`config.mk`:
```
export PLATFORM = sky130hd
export DESIGN_NAME = spi_regbank
export DESIGN_NICKNAME = d
export VERILOG_FILES = /design/src/rtl/spi_rb_pkg.sv /design/src/rtl/spi_rb_sync.sv /design/src/rtl/spi_rb_shift.sv /design/src/rtl/spi_regbank.sv
export SDC_FILE = /design/constraint.sdc
export NUM_CORES = 1
export LEC_CHECK = 0
export ABC_AREA = 1
export BUFFER_PORTS_ARGS = -buffer_cell sky130_fd_sc_hd__buf_2
export CORE_UTILIZATION = 40
export CTS_CLUSTER_SIZE = 24
export DETAILED_ROUTE_END_ITERATION = 7
export MAX_ROUTING_LAYER = met4
export SYNTH_ARGS = -nofsm -noshare
export SYNTH_HDL_FRONTEND = slang
export SYNTH_SLANG_ARGS = --single-unit
```
`constraint.sdc`:
```
create_clock -name clk -period 2.4 [get_ports clk]
set_input_delay 0.24 -clock clk [delete_from_list [all_inputs] [get_ports clk]]
set_output_delay 0.24 -clock clk [all_outputs]
set_load 0.01 [all_outputs]
```
`src/rtl/spi_rb_pkg.sv`:
```
package spi_rb_pkg;
  typedef enum logic [1:0] {
    PH_CMD = 2'd0,
    PH_WR  = 2'd1,
    PH_RD  = 2'd2,
    PH_IGN = 2'd3
  } phase_t;
endpackage

```
`src/rtl/spi_rb_sync.sv`:
```
module spi_rb_sync #(
  parameter int STAGES = 2
) (
  input  logic clk,
  input  logic rst,
  input  logic cs_in,
  input  logic sclk_in,
  input  logic mosi_in,
  output logic cs_s,
  output logic mosi_s,
  output logic sclk_rise,
  output logic sclk_fall
);
  logic [STAGES-1:0] cs_p, sk_p, mo_p;
  logic sk_d;

  always_ff @(posedge clk) begin
    if (rst) begin
      cs_p <= '0;
      sk_p <= '0;
      mo_p <= '0;
      sk_d <= 1'b0;
    end else begin
      cs_p <= {cs_p[STAGES-2:0], cs_in};
      sk_p <= {sk_p[STAGES-2:0], sclk_in};
      mo_p <= {mo_p[STAGES-2:0], mosi_in};
      sk_d <= sk_p[STAGES-1];
    end
  end

  assign cs_s      = cs_p[STAGES-1];
  assign mosi_s    = mo_p[STAGES-1];
  assign sclk_rise = cs_s &  sk_p[STAGES-1] & ~sk_d;
  assign sclk_fall = cs_s & ~sk_p[STAGES-1] &  sk_d;
endmodule

```
`src/rtl/spi_rb_shift.sv`:
```
module spi_rb_shift #(
  parameter int W = 8
) (
  input  logic         clk,
  input  logic         rst,
  input  logic         cs_s,
  input  logic         rise,
  input  logic         fall,
  input  logic         mosi_s,
  input  logic         load,
  input  logic [W-1:0] ld_data,
  output logic         byte_done,
  output logic [W-1:0] rx_byte,
  output logic         tx_bit
);
  localparam int CW = (W > 1) ? $clog2(W) : 1;
  localparam logic [CW-1:0] LAST = CW'(W - 1);

  logic [CW-1:0] cnt;
  logic [W-1:0]  sh;
  logic [W-1:0]  tx;

  always_ff @(posedge clk) begin
    if (rst || !cs_s) begin
      cnt       <= '0;
      sh        <= '0;
      rx_byte   <= '0;
      byte_done <= 1'b0;
    end else begin
      byte_done <= 1'b0;
      if (rise) begin
        sh  <= {sh[W-2:0], mosi_s};
        cnt <= (cnt == LAST) ? '0 : cnt + 1'b1;
        if (cnt == LAST) begin
          byte_done <= 1'b1;
          rx_byte   <= {sh[W-2:0], mosi_s};
        end
      end
    end
  end

  always_ff @(posedge clk) begin
    if (rst || !cs_s) begin
      tx <= '0;
    end else if (fall) begin
      tx <= load ? ld_data : {tx[W-2:0], 1'b0};
    end
  end

  assign tx_bit = tx[W-1];

  AST_CNT_IDLE: assert property (@(posedge clk) disable iff (rst)
    !cs_s |=> (cnt == '0));
  AST_DONE_PULSE: assert property (@(posedge clk) disable iff (rst)
    byte_done |=> !byte_done);
endmodule

```
`src/rtl/spi_regbank.sv`:
```
module spi_regbank #(
  parameter int DW = 8,
  parameter int AW = 4,
  parameter int SYNC_STAGES = 2,
  parameter logic [DW-2-AW:0] SUB_VAL = 3'b001,
  parameter logic [DW-1:0] SWRST_CODE = 8'h58,
  parameter logic [DW*(1<<AW)-1:0] IMPL_MASK =
    {{9{8'hFF}}, 8'h07, 8'h3F, {5{8'hFF}}}
) (
  input  logic clk,
  input  logic rst,
  input  logic cs_en,
  input  logic sclk,
  input  logic mosi,
  output logic miso,
  output logic miso_oe,
  output logic busy,
  output logic swrst
);
  import spi_rb_pkg::*;

  localparam int DEPTH = 1 << AW;

  logic          cs_s, mosi_s, rise, fall;
  logic          byte_done, tx_bit;
  logic [DW-1:0] rx_byte;
  logic [DW-1:0] mem [DEPTH];
  logic [DW-1:0] rd_q;
  logic [AW-1:0] addr_q;
  logic          load_pend;
  phase_t        phase;
  logic          is_guard, wr_en;

  spi_rb_sync #(.STAGES(SYNC_STAGES)) u_sync (
    .clk(clk), .rst(rst), .cs_in(cs_en), .sclk_in(sclk), .mosi_in(mosi),
    .cs_s(cs_s), .mosi_s(mosi_s), .sclk_rise(rise), .sclk_fall(fall)
  );

  spi_rb_shift #(.W(DW)) u_shift (
    .clk(clk), .rst(rst), .cs_s(cs_s), .rise(rise), .fall(fall),
    .mosi_s(mosi_s), .load(load_pend), .ld_data(rd_q),
    .byte_done(byte_done), .rx_byte(rx_byte), .tx_bit(tx_bit)
  );

  assign is_guard = (addr_q == '0) && (rx_byte == SWRST_CODE);
  assign wr_en    = cs_s && byte_done && (phase == PH_WR) && !is_guard;

  always_ff @(posedge clk) begin
    if (rst || !cs_s) begin
      phase     <= PH_CMD;
      addr_q    <= '0;
      load_pend <= 1'b0;
      swrst     <= 1'b0;
    end else begin
      swrst <= 1'b0;
      if (fall) load_pend <= 1'b0;
      if (byte_done) begin
        case (phase)
          PH_CMD: begin
            if (rx_byte[DW-2:AW] == SUB_VAL) begin
              addr_q <= rx_byte[AW-1:0];
              if (rx_byte[DW-1]) begin
                phase     <= PH_RD;
                load_pend <= 1'b1;
              end else begin
                phase <= PH_WR;
              end
            end else begin
              phase <= PH_IGN;
            end
          end
          PH_WR: begin
            addr_q <= addr_q + 1'b1;
            if (is_guard) swrst <= 1'b1;
          end
          PH_RD: begin
            addr_q    <= addr_q + 1'b1;
            load_pend <= 1'b1;
          end
          default: ;
        endcase
      end
    end
  end

  always_ff @(posedge clk) begin
    if (wr_en) mem[addr_q] <= rx_byte & IMPL_MASK[int'(addr_q)*DW +: DW];
    rd_q <= mem[addr_q];
  end

  always_ff @(posedge clk) begin
    if (rst) begin
      miso_oe <= 1'b0;
      busy    <= 1'b0;
    end else begin
      miso_oe <= cs_s && (phase == PH_RD);
      busy    <= cs_s;
    end
  end

  assign miso = tx_bit & miso_oe;

  AST_SWRST_PULSE: assert property (@(posedge clk) disable iff (rst)
    swrst |=> !swrst);
  AST_SWRST_ADDR0: assert property (@(posedge clk) disable iff (rst)
    swrst |-> ($past(addr_q) == '0));
  AST_OE_NEEDS_BUSY: assert property (@(posedge clk) disable iff (rst)
    miso_oe |-> busy);
  AST_ADDR_WRAP: assert property (@(posedge clk) disable iff (rst)
    (byte_done && cs_s && (phase == PH_WR || phase == PH_RD) && addr_q == '1)
      |=> (addr_q == '0));
  AST_IGN_QUIET: assert property (@(posedge clk) disable iff (rst)
    (phase == PH_IGN) |=> !miso_oe);
endmodule

```
==> results.py <==
metrics = {
    "synth": {
        "avgSynthCellArea_um2": 9.91,
        "synth_top_cell_area_share": 0.517,
        "synth-xor-area-share": 0,
        "yosysSeqAreaShare": 0.657,
        "ys.warnings.count": 0,
        "synth_most_common_cell": "nand2_1",
        "synth_compound_area_frac": 0.0927,
        "synth_cell_types": 29,
        "synth_area_leaders": "edfxtp_1 52%, dfxtp_1 14%, nand2_1 8.5%",
        "synthMuxAreaShare": 0,
        "synth-edff-count": 128,
        "synth_fp_nets": 764,
        "synth_largest_area_cell": "edfxtp_1",
        "synth_top_family_by_area": "simple AND/OR/NAND/NOR gates",
        "synthCells": 750,
        "ys_seq_elements": 180,
        "ys.flop_type": "edfxtp_1",
        "synthSimpleGateAreaFrac": 0.165,
        "netlist_area_um2": 7430,
        "async_reset_ff_frac": 0,
        "synth-adder-area-share": 0.0151,
        "netlist_top_cells_count": "169 x nand2_1, 128 x edfxtp_1, 118 x nor2_1, 78 x inv_1, 54 x o21ai_0",
    },
    "drt": {
        "antenna_left": 0,
        "wire_per_inst_um": 15.3,
        "dr.pass1.iters": 5,
        "wl_um": 15500,
        "drc": 0,
        "vias": 4874,
        "drt-initial-drc-count": 464,
        "viasPerCell": 4.80,
    },
    "sta": {
        "worstMarginPinSlew_ps": 1040,
        "fin_crit_sh": 0.824,
        "finalMaxSlewViolations": 0,
        "tns_ps": 0,
        "rsz0062_at_grt": "no",
        "fin_skew_ps": 9.38,
        "min_period_ps": 1980,
        "fmax_mhz": 506,
        "relSlewSlack": 0.306,
        "setup_viol": 0,
        "hold_viol": 0,
    },
    "placed_design": {
        "gp_congestion": 0.862,
        "port_buffers": 8,
        "dp.final_hpwl_um": 9980,
        "placed_cell_area_um2": 7770,
    },
    "cts": {
        "root_buffer": "clkbuf_16",
        "clockBufferDepth": 2,
        "clk_latency_ps": 430,
        "cts.repair.resized": 0,
        "clock-sinks": 180,
        "cts_made_buffers": 17,
        "htree_levels": 4,
        "cts_tree": "done",
        "clk_pin_slew_ps": 60,
    },
    "power": {
        "p_switching_mw": 1.13,
        "p_leak_nw": 3.22,
        "ir_drop_v": 0.000446,
        "pwr-share-comb": 0.005,
        "powerDensity_nw_per_um2": 714,
        "power_mw": 5.96,
        "swShare": 0.190,
        "cellInternalPower_mw": 4.82,
        "p_clk_frac": 0.443,
        "seq_power_share": 0.552,
    },
    "global_route": {
        "gr-total-overflow": 0,
        "antenna_found_initial": 0,
        "grt_usage": 0.180,
        "grt_pass1_vias": 4700,
        "grt_pass1_wl_um": 25100,
        "grt_max_degree": 59,
    },
    "worst_setup_path": {
        "critPathKind": "register to register",
        "cp_max_fo": 12,
        "startpoint": "addr_q[1]",
        "critPathLaunchType": "register",
        "r2r_start": "addr_q[1]",
        "cp.arrival_ps": 2110,
        "required_ps": 2540,
        "setup.worst_path.end_class": "register",
    },
    "floorplan": {
        "boundaryPins": 9,
        "dieArea_um2": 19100,
        "die_w_um": 138,
        "std_cell_rows": 49,
        "start_util": 0.411,
        "core_area_um2": 18100,
        "die_h_um": 138,
    },
    "run": {
        "max_cap_viol_count": 0,
    },
    "cells_and_area": {
        "final_layout_size_suffix_gt1_frac": 0.0928,
        "diodes": 0,
        "areaGrowthSynthToFinish_pct": 12.3,
        "fillCellCount": 1689,
        "final_area_um2": 8340,
        "nNetsFinal": 788,
    },
    "worst_hold_path": {
        "hold_start": "cs_en",
        "hold_path.class": "input pin to register",
    },
    "run_status": {
        "status": "completed",
    },
}
[state kept, by name (all words and copies together) (netlist names)]
name	count
mem	128
busy	1
u_sync.sk_p	2
u_sync.sk_d	1
u_shift.cnt	3
load_pend	1
u_sync.cs_p	2
u_shift.rx_byte	8
miso_oe	1
u_sync.mo_p	2
u_shift.byte_done	1
rd_q	8
u_shift.tx	8
addr_q	4
swrst	1
u_shift.sh	7
phase	2
[final timing paths]
check / endpoint / cells past startpoint / slack, ps
worst max-delay path: mem[6][4] / 7 / 420
worst min-delay path: u_sync.cs_p[0] / 3 / 20
worst max register to register: mem[6][4] / 7 / 420
worst min register to register: u_sync.sk_p[1] / 2 / 400
[area by class of cell]
cell class	count	area, um2	area share
well taps	229	287	0.0343
clock buffers	22	444	0.0532
repair buffers	39	278	0.0333
flip-flops and latches	180	4890	0.586
inverters	83	313	0.0375
multi-input cells	453	2030	0.243
clock inverters	10	111	0.0133
[routing by layer]
layer / wire [um] / vias to the layer above / track usage / share of wire
li1: - / 2505 / - / -
met1: 7370 / 2235 / 0.238 / 0.47
met2: 7050 / 109 / 0.271 / 0.45
met3: 681 / 25 / 0.0353 / 0.044
met4: 422 / 0 / 0.0792 / 0.027
met5: 0 / - / - / 0
[cells in the final DEF, fill, tap and decap left out, drive strengths merged, types with 2 or more instances in the layout]
master | Yosys | routed
nand2 | 171 | 171
edfxtp | 128 | 128
nor2 | 120 | 120
o21ai | 97 | 97
inv | 82 | 82
dfxtp | 52 | 52
buf | 29 | 37
a21oi | 28 | 28
clkbuf | 5 | 22
nand3 | 10 | 10
ha | 9 | 9
clkinv | 1 | 5
nand4 | 4 | 4
o22ai | 4 | 4
clkinvlp | 0 | 4
nor3 | 3 | 3
a211oi | 2 | 2
bufinv | 0 | 2
dlygate4sd3 | 0 | 2
[power by group through the flow]
stage	combinational (mW)	sequential, mW	clock, mW
CTS	0.0276	3.29	2.69
detailed placement	0.0249	3.36	0
global route	0.0313	3.29	2.80
floorplan	0.0186	3.36	0
global placement	0.0246	3.36	0
finish	0.0272	3.29	2.64
[worst max-delay path: stages, from the launching register on]
cell and delay (ps):
dfxtp_1 400, inv_2 50, ha_1 230, and3_1 190, nand3_1 110, nand2_1 300
nor2_1 200, buf_4 190
[per-stage QoR]
stage / instances / setup slack, ps / util / hold slack [ps]
after floorplan: 750 / 135 / - / 347
after global placement: 982 / 425 / 0.430 / 392
after detailed placement: 982 / 415 / 0.430 / 393
after CTS: 1016 / 411 / 0.461 / 8.36
after global routing: 1016 / 221 / 0.461 / 13.5
final: 1016 / 423 / 0.461 / 23.3
[kinds of logic (layout without fill, tap and decap cells)]
family                   Yosys count  count (layout)
AO/OA/AOI/OAI                    134             134
adder cells (fa/ha/maj)            9               9
flip-flops                       180             180
AND/OR/NAND/NOR                  310             310
buffers and inverters            117             154
[timing repair]
| action | CTS | global route |
|---|---|---|
| buffers inserted | 0 | 0 |
| setup endpoints to repair | 0 | 0 |
| endpoints found under the hold margin | 2 | 0 |
| hold buffers | 2 | 0 |
Power figures use the tool's default switching activity.
